==> src/rtl/card_clk_pkg.sv <==
package card_clk_pkg;
  localparam int SEL_W = 3;

  localparam logic [SEL_W-1:0] SEL_SLOW = 3'd0;
  localparam logic [SEL_W-1:0] SEL_MID  = 3'd1;
  localparam logic [SEL_W-1:0] SEL_QTR  = 3'd2;
  localparam logic [SEL_W-1:0] SEL_HALF = 3'd3;
  localparam logic [SEL_W-1:0] SEL_FAST = 3'd4;

  localparam logic ADDR_CTRL = 1'b0;
  localparam logic ADDR_PIN  = 1'b1;

  typedef struct packed {
    logic             on;
    logic [SEL_W-1:0] sel;
  } clk_cfg_t;

  function automatic logic sel_bad(input logic [SEL_W-1:0] s);
    return s > SEL_FAST;
  endfunction

  function automatic logic sel_toggle(input logic [SEL_W-1:0] s);
    return s <= SEL_HALF;
  endfunction
endpackage

==> src/rtl/card_clk_regs.sv <==
module card_clk_regs
  import card_clk_pkg::*;
#(
  parameter int DATA_W = 8
) (
  input  logic              clk_i,
  input  logic              rst_ni,
  input  logic              addr_i,
  input  logic              wr_i,
  input  logic [DATA_W-1:0] wdata_i,
  output logic [DATA_W-1:0] rdata_o,
  output clk_cfg_t          cfg_o,
  output logic              pin_en_o,
  output logic              sel_err_o
);
  localparam int ON_BIT = DATA_W - 1;
  localparam int RSV_W  = DATA_W - 1 - SEL_W;

  clk_cfg_t ctrl_q;
  logic     pin_q;

  always_ff @(posedge clk_i or negedge rst_ni) begin
    if (!rst_ni) begin
      ctrl_q <= '0;
      pin_q  <= 1'b0;
    end else if (wr_i) begin
      if (addr_i == ADDR_CTRL) ctrl_q <= {wdata_i[ON_BIT], wdata_i[SEL_W-1:0]};
      else                     pin_q  <= wdata_i[0];
    end
  end

  // reserved write bits are dropped
  logic unused_rsv;
  assign unused_rsv = ^wdata_i[ON_BIT-1:SEL_W];

  always_comb begin
    if (addr_i == ADDR_CTRL) rdata_o = {ctrl_q.on, {RSV_W{1'b0}}, ctrl_q.sel};
    else                     rdata_o = {{(DATA_W-1){1'b0}}, pin_q};
  end

  assign cfg_o     = ctrl_q;
  assign pin_en_o  = pin_q;
  assign sel_err_o = sel_bad(ctrl_q.sel);


  ctrl_wr_chk: assert property (@(posedge clk_i) disable iff (!rst_ni)
    (wr_i && addr_i == ADDR_CTRL) |=>
      (cfg_o == {$past(wdata_i[ON_BIT]), $past(wdata_i[SEL_W-1:0])}));


  pin_wr_chk: assert property (@(posedge clk_i) disable iff (!rst_ni)
    (wr_i && addr_i == ADDR_PIN) |=> (pin_en_o == $past(wdata_i[0])));


  ctrl_hold_chk: assert property (@(posedge clk_i) disable iff (!rst_ni)
    !(wr_i && addr_i == ADDR_CTRL) |=> $stable(cfg_o));
endmodule

==> src/rtl/card_clk_div.sv <==
module card_clk_div
  import card_clk_pkg::*;
#(
  parameter int SLOW_DIV = 100,
  parameter int MID_DIV  = 8,
  parameter int QTR_DIV  = 4,
  parameter int HALF_DIV = 2
) (
  input  logic     clk_i,
  input  logic     rst_ni,
  input  clk_cfg_t pend_i,
  output logic     tog_o,
  output clk_cfg_t act_o
);
  localparam int CNT_W = $clog2(SLOW_DIV / 2 + 1);

  clk_cfg_t         act_q;
  logic             tog_q;
  logic [CNT_W-1:0] cnt_q;
  logic [CNT_W-1:0] half_last;
  logic             run;

  always_comb begin
    unique case (act_q.sel)
      SEL_SLOW: half_last = CNT_W'(SLOW_DIV / 2 - 1);
      SEL_MID:  half_last = CNT_W'(MID_DIV / 2 - 1);
      SEL_QTR:  half_last = CNT_W'(QTR_DIV / 2 - 1);
      SEL_HALF: half_last = CNT_W'(HALF_DIV / 2 - 1);
      default:  half_last = '0;
    endcase
  end

  assign run = act_q.on && sel_toggle(act_q.sel);

  // settings are adopted only while the output is low
  always_ff @(posedge clk_i or negedge rst_ni) begin
    if (!rst_ni) begin
      act_q <= '0;
      tog_q <= 1'b0;
      cnt_q <= '0;
    end else if (!tog_q && (pend_i != act_q)) begin
      act_q <= pend_i;
      cnt_q <= '0;
    end else if (run) begin
      if (cnt_q == half_last) begin
        cnt_q <= '0;
        tog_q <= ~tog_q;
        if (tog_q) act_q <= pend_i;
      end else begin
        cnt_q <= cnt_q + 1'b1;
      end
    end else begin
      cnt_q <= '0;
      tog_q <= 1'b0;
    end
  end

  assign tog_o = tog_q;
  assign act_o = act_q;


  cfg_hold_chk: assert property (@(posedge clk_i) disable iff (!rst_ni)
    (tog_q && $past(tog_q)) |-> $stable(act_q));


  off_low_chk: assert property (@(posedge clk_i) disable iff (!rst_ni)
    (!pend_i.on && !tog_q) |=> !tog_q);


  bad_sel_low_chk: assert property (@(posedge clk_i) disable iff (!rst_ni)
    (sel_bad(pend_i.sel) && !tog_q) |=> !tog_q);


  start_low_chk: assert property (@(posedge clk_i) disable iff (!rst_ni)
    $rose(run) |-> !tog_q);
endmodule

==> src/rtl/card_clk_out.sv <==
module card_clk_out
  import card_clk_pkg::*;
(
  input  logic     clk_i,
  input  logic     rst_ni,
  input  logic     pin_en_i,
  input  logic     tog_i,
  input  clk_cfg_t act_i,
  output logic     card_clk_o
);
  logic gate_q;

  // enable changes only while clk_i is low, so the gated clock has no runts
  always_ff @(negedge clk_i or negedge rst_ni) begin
    if (!rst_ni) gate_q <= 1'b0;
    else         gate_q <= act_i.on && (act_i.sel == SEL_FAST);
  end

  assign card_clk_o = pin_en_i && (tog_i || (clk_i && gate_q));


  fast_excl_chk: assert property (@(posedge clk_i) disable iff (!rst_ni)
    gate_q |-> !tog_i);


  pin_off_chk: assert property (@(posedge clk_i) disable iff (!rst_ni)
    !pin_en_i |-> !card_clk_o);
endmodule

==> src/rtl/card_clk_gen.sv <==
module card_clk_gen
  import card_clk_pkg::*;
#(
  parameter int DATA_W   = 8,
  parameter int SLOW_DIV = 100,
  parameter int MID_DIV  = 8,
  parameter int QTR_DIV  = 4,
  parameter int HALF_DIV = 2
) (
  input  logic              clk_i,
  input  logic              rst_ni,
  input  logic              addr_i,
  input  logic              wr_i,
  input  logic [DATA_W-1:0] wdata_i,
  output logic [DATA_W-1:0] rdata_o,
  output logic              card_clk_o,
  output logic              pin_en_o,
  output logic              sel_err_o
);
  clk_cfg_t cfg, act;
  logic     tog;

  card_clk_regs #(.DATA_W(DATA_W)) u_regs (
    .clk_i, .rst_ni, .addr_i, .wr_i, .wdata_i, .rdata_o,
    .cfg_o(cfg), .pin_en_o, .sel_err_o
  );

  card_clk_div #(
    .SLOW_DIV(SLOW_DIV), .MID_DIV(MID_DIV), .QTR_DIV(QTR_DIV), .HALF_DIV(HALF_DIV)
  ) u_div (
    .clk_i, .rst_ni, .pend_i(cfg), .tog_o(tog), .act_o(act)
  );

  card_clk_out u_out (
    .clk_i, .rst_ni, .pin_en_i(pin_en_o), .tog_i(tog), .act_i(act), .card_clk_o
  );
endmodule

==> config.mk <==
export PLATFORM = sky130hd
export DESIGN_NAME = card_clk_gen
export DESIGN_NICKNAME = d
export VERILOG_FILES = /design/src/rtl/card_clk_pkg.sv /design/src/rtl/card_clk_regs.sv /design/src/rtl/card_clk_div.sv /design/src/rtl/card_clk_out.sv /design/src/rtl/card_clk_gen.sv
export SDC_FILE = /design/constraint.sdc
export NUM_CORES = 1
export LEC_CHECK = 0
export ABC_CLOCK_PERIOD_IN_PS = 2600
export BUFFER_PORTS_ARGS = -buffer_cell sky130_fd_sc_hd__buf_2
export CORE_MARGIN = 3
export CORE_UTILIZATION = 45
export CTS_CLUSTER_DIAMETER = 100
export DETAILED_ROUTE_END_ITERATION = 12
export MAX_ROUTING_LAYER = met4
export PLACE_DENSITY = 0.76
export SKIP_CTS_REPAIR_TIMING = 1
export SYNTH_ARGS = -nofsm -noshare
export SYNTH_HDL_FRONTEND = slang
export SYNTH_SLANG_ARGS = --single-unit
==> constraint.sdc <==
create_clock -name clk_i -period 2.6 [get_ports clk_i]
set_input_delay 0.26 -clock clk_i [delete_from_list [all_inputs] [get_ports clk_i]]
set_output_delay 0.26 -clock clk_i [all_outputs]
set_load 0.01 [all_outputs]
==> results of run 1 <==
-- per-layer routing --
| metal | part of all wire (%) | wire (um) | vias up |
|---|---|---|---|
| li1 | - | - | 324 |
| met1 | 44 | 718 | 335 |
| met2 | 50 | 819 | 19 |
| met3 | 4.1 | 67 | 6 |
| met4 | 2.3 | 38 | 0 |
| met5 | 0 | 0 | - |
-- worst paths after layout --
check,end,slack [ns],depth (start not counted)
worst max-delay path,card_clk_o,-0.06,3
worst min-delay path,u_regs.cfg_o[3]$_DFFE_PN0P_,0.08,3
worst max register to register,u_out.gate_q$_DFF_NN0_,0.49,2
worst min register to register,u_div.cnt_q[0]$_DFF_PN0_,0.52,1
max in group asynchronous,u_out.gate_q$_DFF_NN0_,0.83,2
min in group asynchronous,u_regs.cfg_o[3]$_DFFE_PN0P_,0.29,2
-- worst register-to-register path, cell delays in order, from the launching register on --
cell	delay, ns
dfrtp_1	0.45
inv_1	0.10
nor4_1	0.28
-- Yosys cell counts --
library cell	instances	share of area (%)
buf_4	4	3.4
nand2_1	5	2.1
dfrtn_1	1	2.8
o2111ai_1	1	0.99
dfrtp_1	16	45
a22o_1	1	0.99
o211ai_2	1	1.4
nand3_1	2	1.1
a22oi_1	1	0.85
clkbuf_1	1	0.42
nor4bb_1	1	1.1
xnor2_1	3	3.0
mux2_2	7	8.9
o21ai_0	3	1.7
nor2_1	9	3.8
a311oi_2	1	1.7
inv_1	5	2.1
nor4_1	3	2.1
a21oi_1	3	1.7
ha_1	1	1.4
nor3b_1	1	0.85
xor2_1	6	5.9
conb_1	1	0.42
o21a_1	2	1.7
o21ai_1	1	0.56
nor2b_1	4	2.8
or3b_1	1	0.99
-- registers in the layout, indices dropped and copies added, names as in the netlist --
name / flops
u_div.act_o: 4
u_div.cnt_q: 6
u_div.tog_o: 1
u_out.gate_q: 1
u_regs.cfg_o: 4
u_regs.pin_en_o: 1
-- area by class of cell --
| type | count | area share [%] |
|---|---|---|
| Sequential cell | 17 | 41.5 |
| Tap cell | 25 | 3.05 |
| Multi-Input combinational cell | 61 | 41.0 |
| Inverter | 5 | 1.83 |
| Clock buffer | 8 | 5.25 |
| Timing Repair Buffer | 14 | 7.33 |
-- metrics by stage --
stage	cells	total power [mW]	hold slack (ns)	area, um2
floorplan	88	0.406	-0.0356	898
global placement	122	0.439	0.198	966
detailed placement	122	0.447	0.206	966
CTS	129	0.661	-0.231	1010
global route	130	0.694	0.0796	1020
finish	130	0.649	0.0809	1020
-- report_power, final --
| part | internal, mW | total (mW) | switching, mW |
|---|---|---|---|
| registers | 0.287 | 0.319 | 0.0319 |
| logic | 0.0579 | 0.120 | 0.0619 |
| clock network | 0.112 | 0.210 | 0.0976 |
-- cell families (layout without fill, tap and decap cells) --
kind of cell	count (synthesis)	count (layout)
fa+ha+maj	1	1
flops	17	17
simple gates	26	26
mux	7	7
xor+xnor	9	9
buf+inv	10	27
compound gates	14	14
other cells	1	4
==> results.sh, run 1 <==
export IMPL_status="complete, but fails checks"
export IMPL_violations="negative setup slack"
export IMPL_crit_required_ns=2.34
export IMPL_hold_start="wdata_i[7]"
export IMPL_die_width_um=50.4
export IMPL_synthAdderAreaFrac_pct=1.41
export IMPL_portBuffers=14
export IMPL_crit_start="u_out.gate_q$_DFF_NN0_"
export IMPL_worst_slew_pin_slew_ns=0.557
export IMPL_worstPathMaxFanout=1
export IMPL_rsz0062_at_grt="true"
export IMPL_ys_seq_area_share_pct=48.0
export IMPL_utilization_pct=56.9
export IMPL_drv_slew=0
export IMPL_multi_input_area_um2=420
export IMPL_synth_compound_area_share_pct=11.6
export IMPL_die_y_um=50.4
export IMPL_cts_tree="yes"
export IMPL_grt_ovfl_total=0
export IMPL_grt_pass1_wl_um=2890
export IMPL_nets=119
export IMPL_dp_hpwl_um=1210
export IMPL_grt_usage_pct=16.6
export IMPL_crit_type="flop to primary output"
export IMPL_grt_util_met1_pct=17.4
export IMPL_drive_gt1_share_pct=27.6
export IMPL_critPathMaxStageDelay_ns=0.40
export IMPL_met3_usage_pct=4.45
export IMPL_gp_congestion=0.764
export IMPL_ys_ff_latch=17
export IMPL_cap_violations=0
export IMPL_diodes=0
export IMPL_synth_mux_area_fraction_pct=8.89
export IMPL_first_global_vias=687
export IMPL_dp_slack_ns=0.385
export IMPL_crit_family="flip-flops"
export IMPL_viasPerCell=5.26
export IMPL_met2_usage_pct=24.1
export IMPL_cp_start_kind="flop"
export IMPL_clk_latency_ns=0.41
export IMPL_yosys_area_share_simple_pct=15.0
export IMPL_seq_area_um2=425
export IMPL_final_common_cell="dfrtp_1"
export IMPL_crit_buf_inv=1
export IMPL_path_cells="a21oi_1 -> nor2b_1 -> buf_2"
export IMPL_pwr_density_cell_nw_per_um2=633
export IMPL_final_cell_mix="dfrtp_1, buf_2, nor2_1, mux2_2"
export IMPL_grt_max_degree=18
export IMPL_antenna_found_initial=0
export IMPL_skew_ns=0.0106
export IMPL_slew_headroom_pct=62.8
export IMPL_synth_top_family_by_area="simple AND/OR/NAND/NOR gates"
export IMPL_fill_cells=167
export IMPL_core_area_um2=1800
export IMPL_synth_area_um2=887
export IMPL_arrival_ns=2.40
export IMPL_r2r_start="u_div.act_o[2]$_DFFE_PN0P_"
export IMPL_peakVddDrop_uv=405
export IMPL_cp_slowest_cell="dfrtn_1"
export IMPL_fin_setup_tns_ns=-0.0599
export IMPL_start_util_pct=49.2
export IMPL_drt_total_wl_um=1640
export IMPL_setup_slack_ns=-0.0599
export IMPL_power_leakage_nw=0.464
export IMPL_dr_pass1_iters=4
export IMPL_drt_iter0_drc=15
export IMPL_hp_class="input pin to flop"
export IMPL_hold_violations=0
export IMPL_path_clk_slew_ns=0.09
export IMPL_grt_busiest_layer="met2"
export IMPL_synth_xor_area_share_pct=8.89
export IMPL_yosysUniqueCellTypes=27
export IMPL_synth_area_per_cell_um2=10.4
export IMPL_rows=15
export IMPL_syn_to_final_growth_pct=15.5
export IMPL_syn_inst=85
export IMPL_cp_end_kind="primary output"
export IMPL_die_area_um2=2540
export IMPL_antenna_left=0
export IMPL_drcViolationCount=0
export IMPL_final_setup_viol_count=1
export IMPL_io_pins=23
export IMPL_avgRoutedWirePerCell_um=12.6
export IMPL_vias=684
export IMPL_yosysWarnings=0
No activity file was read; power rests on OpenSTA's default activity.
==> inputs of run 2 (changes only) <==
Settings changed: PLACE_DENSITY 0.76 to 0.74, SYNTH_HIERARCHICAL set to 1.
==> run 2 against run 1 <==
Compared with the run above: the flow still finishes with violations (negative setup slack); non-clock buffer count increased by 1; synthesized area increased by 19%; routed wire length increased by 24%; clock skew increased by 0.00082 ns; setup slack got worse by 0.026 ns; global-route usage increased by 0.92 points; first-iteration DRC count increased by 20%; cell count increased by 11%; count of clock-buffer cells in the layout unchanged; worst hold slack got worse by 0.0050 ns; sequential power increased by 9.4%; clock power increased by 3%; critical path type unchanged; largest cell class is now multi-input gates.
==> results.sh, run 2 <==
export IMPL_synth_edf_count=0
export IMPL_yosysWarnings=6
export IMPL_first_global_vias=788
export IMPL_antenna_left=0
export IMPL_clk_latency_ns=0.41
export IMPL_syn_to_final_growth_pct=12.2
export IMPL_gp_congestion=0.842
export IMPL_core_area_um2=2080
export IMPL_crit_required_ns=2.34
export IMPL_synth_top_area_share_pct=37.9
export IMPL_drt_iter0_drc=18
export IMPL_die_area_um2=2960
export IMPL_cap_violations=0
export IMPL_pwr_density_cell_nw_per_um2=650
export IMPL_seq_area_um2=425
export IMPL_grt_max_degree=18
export IMPL_r2r_start="u_div/act_o[0]$_DFFE_PN0P_"
export IMPL_cp_start_kind="flop"
export IMPL_path_clk_slew_ns=0.09
export IMPL_drive_gt1_share_pct=30.8
export IMPL_synthArstFlopShare_pct=100
export IMPL_die_y_um=54.4
export IMPL_crit_path_end="card_clk_o"
export IMPL_ys_seq_area_share_pct=40.3
export IMPL_die_width_um=54.4
export IMPL_synth_top_family_by_area="simple AND/OR/NAND/NOR gates"
export IMPL_dp_slack_ns=0.387
export IMPL_multi_input_area_um2=578
export IMPL_yosysUniqueCellTypes=40
export IMPL_vias=816
export IMPL_power_total_uw=770
export IMPL_drcViolationCount=0
export IMPL_drt_total_wl_um=2040
export IMPL_largest_register_ffs=6
export IMPL_utilization_pct=56.9
export IMPL_violations="negative setup slack"
export IMPL_yosys_area_share_simple_pct=19.1
export IMPL_cp_end_kind="primary output"
export IMPL_cp_slowest_cell="dfrtn_1"
export IMPL_synth_area_per_cell_um2=10.7
export IMPL_worstPathMaxFanout=1
export IMPL_grt_ovfl_total=0
export IMPL_nets=131
export IMPL_rsz0062_at_grt="true"
export IMPL_io_pins=23
export IMPL_r2r_cells=1
export IMPL_syn_inst=99
export IMPL_status="complete, but fails checks"
export IMPL_hp_class="input pin to flop"
export IMPL_crit_type="flop to primary output"
export IMPL_dp_hpwl_um=1420
export IMPL_path_cells="a21oi_2 -> nor2b_1 -> buf_2"
export IMPL_synth_area_leaders="dfrtp_1, mux2_4, xnor2_1"
export IMPL_crit_start="u_out/gate_q$_DFF_NN0_"
export IMPL_yosys_area_top_type="dfrtp_1"
export IMPL_rrSetupSlack_ns=0.39
export IMPL_final_cell_mix="dfrtp_1, buf_2"
export IMPL_synthTopCellsByCount="dfrtp_1, nand2_1, nor3_1, xnor2_1"
export IMPL_arrival_ns=2.43
export IMPL_synth_mux_area_fraction_pct=12.1
export IMPL_avgRoutedWirePerCell_um=14.1
export IMPL_power_leakage_nw=0.524
export IMPL_fill_cells=206
export IMPL_ys_flop_type="dfrtp_1"
export IMPL_drv_slew=0
export IMPL_final_common_cell="dfrtp_1"
export IMPL_synthAdderAreaFrac_pct=1.18
export IMPL_grt_usage_pct=17.5
export IMPL_diodes=0
export IMPL_viasPerCell=5.67
export IMPL_rows=16
export IMPL_synth_xor_area_share_pct=6.64
export IMPL_cts_tree="yes"
export IMPL_peakVddDrop_uv=358
export IMPL_largest_register="u_div/cnt_q"
export IMPL_portBuffers=14
export IMPL_antenna_found_initial=0
export IMPL_start_util_pct=50.7
export IMPL_setup_slack_ns=-0.0855
export IMPL_final_setup_viol_count=1
export IMPL_worstReg2RegEnd="u_out/gate_q$_DFF_NN0_"
export IMPL_synth_area_um2=1060
export IMPL_synth_compound_area_share_pct=14.0
export IMPL_ys_ff_latch=17
export IMPL_grt_pass1_wl_um=3390
export IMPL_post_synth_top_count_cell="dfrtp_1"
export IMPL_hold_violations=0
export IMPL_skew_ns=0.0114
export IMPL_critPathMaxStageDelay_ns=0.42
export IMPL_dr_pass1_iters=4
[run 2: changes by cell type after synthesis, moves of 4 or more]
cell | before | now
mux2_4 | 0 | 5
nor3_1 | 0 | 6
xor2_1 | 6 | 2
mux2_2 | 7 | 2
nor2_1 | 9 | 3
[run 2: worst max-delay path: cells and delay by family, from the launching register on]
kind	cells	cell delay, ns
simple gates	1	0.11
compound gates	1	0.05
flops	1	0.42
buf+inv	1	0.13
[run 2: cells by family after synthesis]
family / count (synthesis)
flops: 17
other cells: 1
compound gates: 18
xor+xnor: 8
mux: 10
simple gates: 33
fa+ha+maj: 1
buf+inv: 11
[run 2: metrics by stage]
step	hold WS (ns)	cells	TNS [ns]	cell area (um2)
floorplan	-0.0356	102	0	1070
global placement	0.195	136	0	1120
detailed placement	0.205	136	0	1120
CTS	-0.247	143	-0.0929	1170
global route	0.0570	144	-0.193	1180
finish	0.0759	144	-0.0855	1180
[run 2: where the power goes]
group          internal (mW)  total [mW]  leakage, nW  switching, mW
Clock                  0.114       0.216       0.0374          0.102
Sequential             0.294       0.349        0.217         0.0552
Combinational          0.109       0.204        0.270         0.0950
Total                  0.517       0.770        0.524          0.253
[run 2: worst min-delay path by stage]
stage,from,endpoint,depth (start not counted)
final,wdata_i[1],u_regs/cfg_o[1]$_DFFE_PN0P_,2
after global routing,wdata_i[7],u_regs/cfg_o[3]$_DFFE_PN0P_,2
after CTS,rst_ni,u_div/cnt_q[0]$_DFF_PN0_,1
after detailed placement,rst_ni,u_div/cnt_q[0]$_DFF_PN0_,1
after global placement,rst_ni,u_div/cnt_q[0]$_DFF_PN0_,1
after floorplan,rst_ni,u_div/act_o[0]$_DFFE_PN0P_,0
[run 2: final cells by class]
| type | instances | area share [%] |
|---|---|---|
| multi-input cells | 74 | 48.8 |
| well taps | 27 | 2.85 |
| inverters | 3 | 0.950 |
| flip-flops and latches | 17 | 35.9 |
| clock buffers | 8 | 4.54 |
| repair buffers | 15 | 6.97 |
[run 2: layer usage]
layer / vias to the layer above / global-route usage (%) / part of all wire (%)
li1: 384 / - / -
met1: 400 / 19.3 / 44
met2: 25 / 24.9 / 49
met3: 7 / 4.90 / 4.3
met4: 0 / 17.0 / 2.9
met5: - / - / 0
==> inputs of run 3 (changes only) <==
Settings changed: GPL_TIMING_DRIVEN set to 0.
==> run 3 against run 2 <==
Compared with the run above: the run still ends with negative setup slack left; critical endpoint unchanged; setup slack improved by 0.035 ns; clock power barely moved; worst hold slack barely moved; routed wire length rose by 5.5%; sequential cell count did not move; register-to-register slack improved by 0.04 ns; non-clock buffer count rose by 7; clock skew fell by 0.0024 ns; global-route usage rose by 0.63 points.
==> results.sh, run 3 (same netlist as run 2, synthesis figures left out) <==
export IMPL_drive_gt1_share_pct=33.1
export IMPL_diodes=0
export IMPL_die_width_um=54.4
export IMPL_hp_class="input pin to flop"
export IMPL_die_area_um2=2960
export IMPL_grt_max_degree=18
export IMPL_p_switching_uw=268
export IMPL_dp_slack_ns=0.408
export IMPL_antenna_found_initial=0
export IMPL_drt_iter0_drc=4
export IMPL_drt_total_wl_um=2150
export IMPL_peakVddDrop_uv=416
export IMPL_hold_violations=0
export IMPL_pwr_share_comb_pct=30.2
export IMPL_largest_register="u_div/cnt_q"
export IMPL_rsz0062_at_grt="true"
export IMPL_grt_usage_pct=18.1
export IMPL_rows=16
export IMPL_final_setup_viol_count=1
export IMPL_worstPathMaxFanout=1
export IMPL_clockPowerShare_pct=27.5
export IMPL_core_area_um2=2080
export IMPL_antenna_left=0
export IMPL_status="complete, but fails checks"
export IMPL_clk_latency_ns=0.41
export IMPL_drv_slew=0
export IMPL_gp_congestion=0.846
export IMPL_crit_type="flop to primary output"
export IMPL_worst_slew_pin_slew_ns=0.592
export IMPL_start_util_pct=50.7
export IMPL_portBuffers=14
export IMPL_p_seq_share_pct=42.2
export IMPL_vias=823
export IMPL_setup_slack_ns=-0.0508
export IMPL_p_int_uw=527
export IMPL_final_cell_mix="dfrtp_1, buf_2"
export IMPL_cp_start_kind="flop"
export IMPL_viasPerCell=5.45
export IMPL_cap_violations=0
export IMPL_nets=138
export IMPL_drcViolationCount=0
export IMPL_pwr_density_cell_nw_per_um2=646
export IMPL_fin_hold_ws_ns=0.0763
export IMPL_switching_share_pct=33.7
export IMPL_slew_headroom_pct=59.4
export IMPL_grt_ovfl_total=0
export IMPL_arrival_ns=2.39
export IMPL_grt_pass1_wl_um=3590
export IMPL_io_pins=23
export IMPL_fill_cells=185
export IMPL_die_y_um=54.4
export IMPL_path_clk_slew_ns=0.10
export IMPL_power_leakage_nw=0.556
export IMPL_largest_register_ffs=6
export IMPL_skew_ns=0.00902
export IMPL_crit_required_ns=2.34
export IMPL_first_global_vias=867
export IMPL_dp_hpwl_um=1450
export IMPL_cts_tree="yes"
export IMPL_avgRoutedWirePerCell_um=14.2
export IMPL_violations="negative setup slack"
export IMPL_final_common_cell="dfrtp_1"
export IMPL_syn_to_final_growth_pct=16.6
export IMPL_cp_end_kind="primary output"
export IMPL_dr_pass1_iters=4
[run 3: worst paths after layout]
| path | slack, ns | depth (start not counted) | endpoint | startpoint |
|---|---|---|---|---|
| max reg2reg | 0.43 | 1 | u_out/gate_q$_DFF_NN0_ | u_div/act_o[1]$_DFFE_PN0P_ |
| max in group asynchronous | 0.81 | 2 | u_out/gate_q$_DFF_NN0_ | rst_ni |
| max | -0.05 | 3 | card_clk_o | u_out/gate_q$_DFF_NN0_ |
| min | 0.08 | 2 | u_regs/cfg_o[2]$_DFFE_PN0P_ | wdata_i[2] |
| min in group asynchronous | 0.30 | 2 | u_div/cnt_q[5]$_DFF_PN0_ | rst_ni |
| min reg2reg | 0.54 | 1 | u_div/cnt_q[0]$_DFF_PN0_ | u_div/cnt_q[0]$_DFF_PN0_ |
[run 3: layer usage]
layer  vias to the layer above  track usage, %  part of all wire (%)
li1                        395               -                     -
met1                       396            19.4                    44
met2                        25            27.7                    47
met3                         7            5.18                   5.1
met4                         0            14.9                   3.5
met5                         -               -                     0
[run 3: layout make-up]
class / instances / area [um2] / area share (%)
clock inverters: 1 / 5.00 / 0.407
inverters: 3 / 11.3 / 0.915
plain buffers: 8 / 56.3 / 4.57
multi-input cells: 74 / 574 / 46.6
flip-flops and latches: 17 / 425 / 34.6
clock buffers: 7 / 50.0 / 4.07
well taps: 27 / 33.8 / 2.74
repair buffers: 14 / 75.1 / 6.10
[run 3: worst max-delay path: stages (launching register included)]
cell	delay [ns]
dfrtn_1	0.40
a21oi_1	0.06
nor2b_1	0.09
buf_2	0.13
[run 3: per-stage QoR]
step	instance area, um2	TNS (ns)	utilization (%)	std cells	total power, mW
6_report	1230	-0.0508	59.1	151	0.795
5_1_grt	1230	-0.138	59.1	151	0.845
4_1_cts	1220	-0.0587	58.7	150	0.800
3_5_place_dp	1170	0	56.3	143	0.579
3_3_place_gp	1170	0	56.3	143	0.573
2_1_floorplan	1070	0	-	102	0.517
[run 3: power by group through the flow]
stage,logic [mW],registers [mW],clock network (mW)
finish,0.240,0.336,0.219
global route,0.262,0.342,0.241
CTS,0.238,0.336,0.227
detailed placement,0.234,0.341,0.00407
global placement,0.229,0.339,0.00407
floorplan,0.185,0.329,0.00308
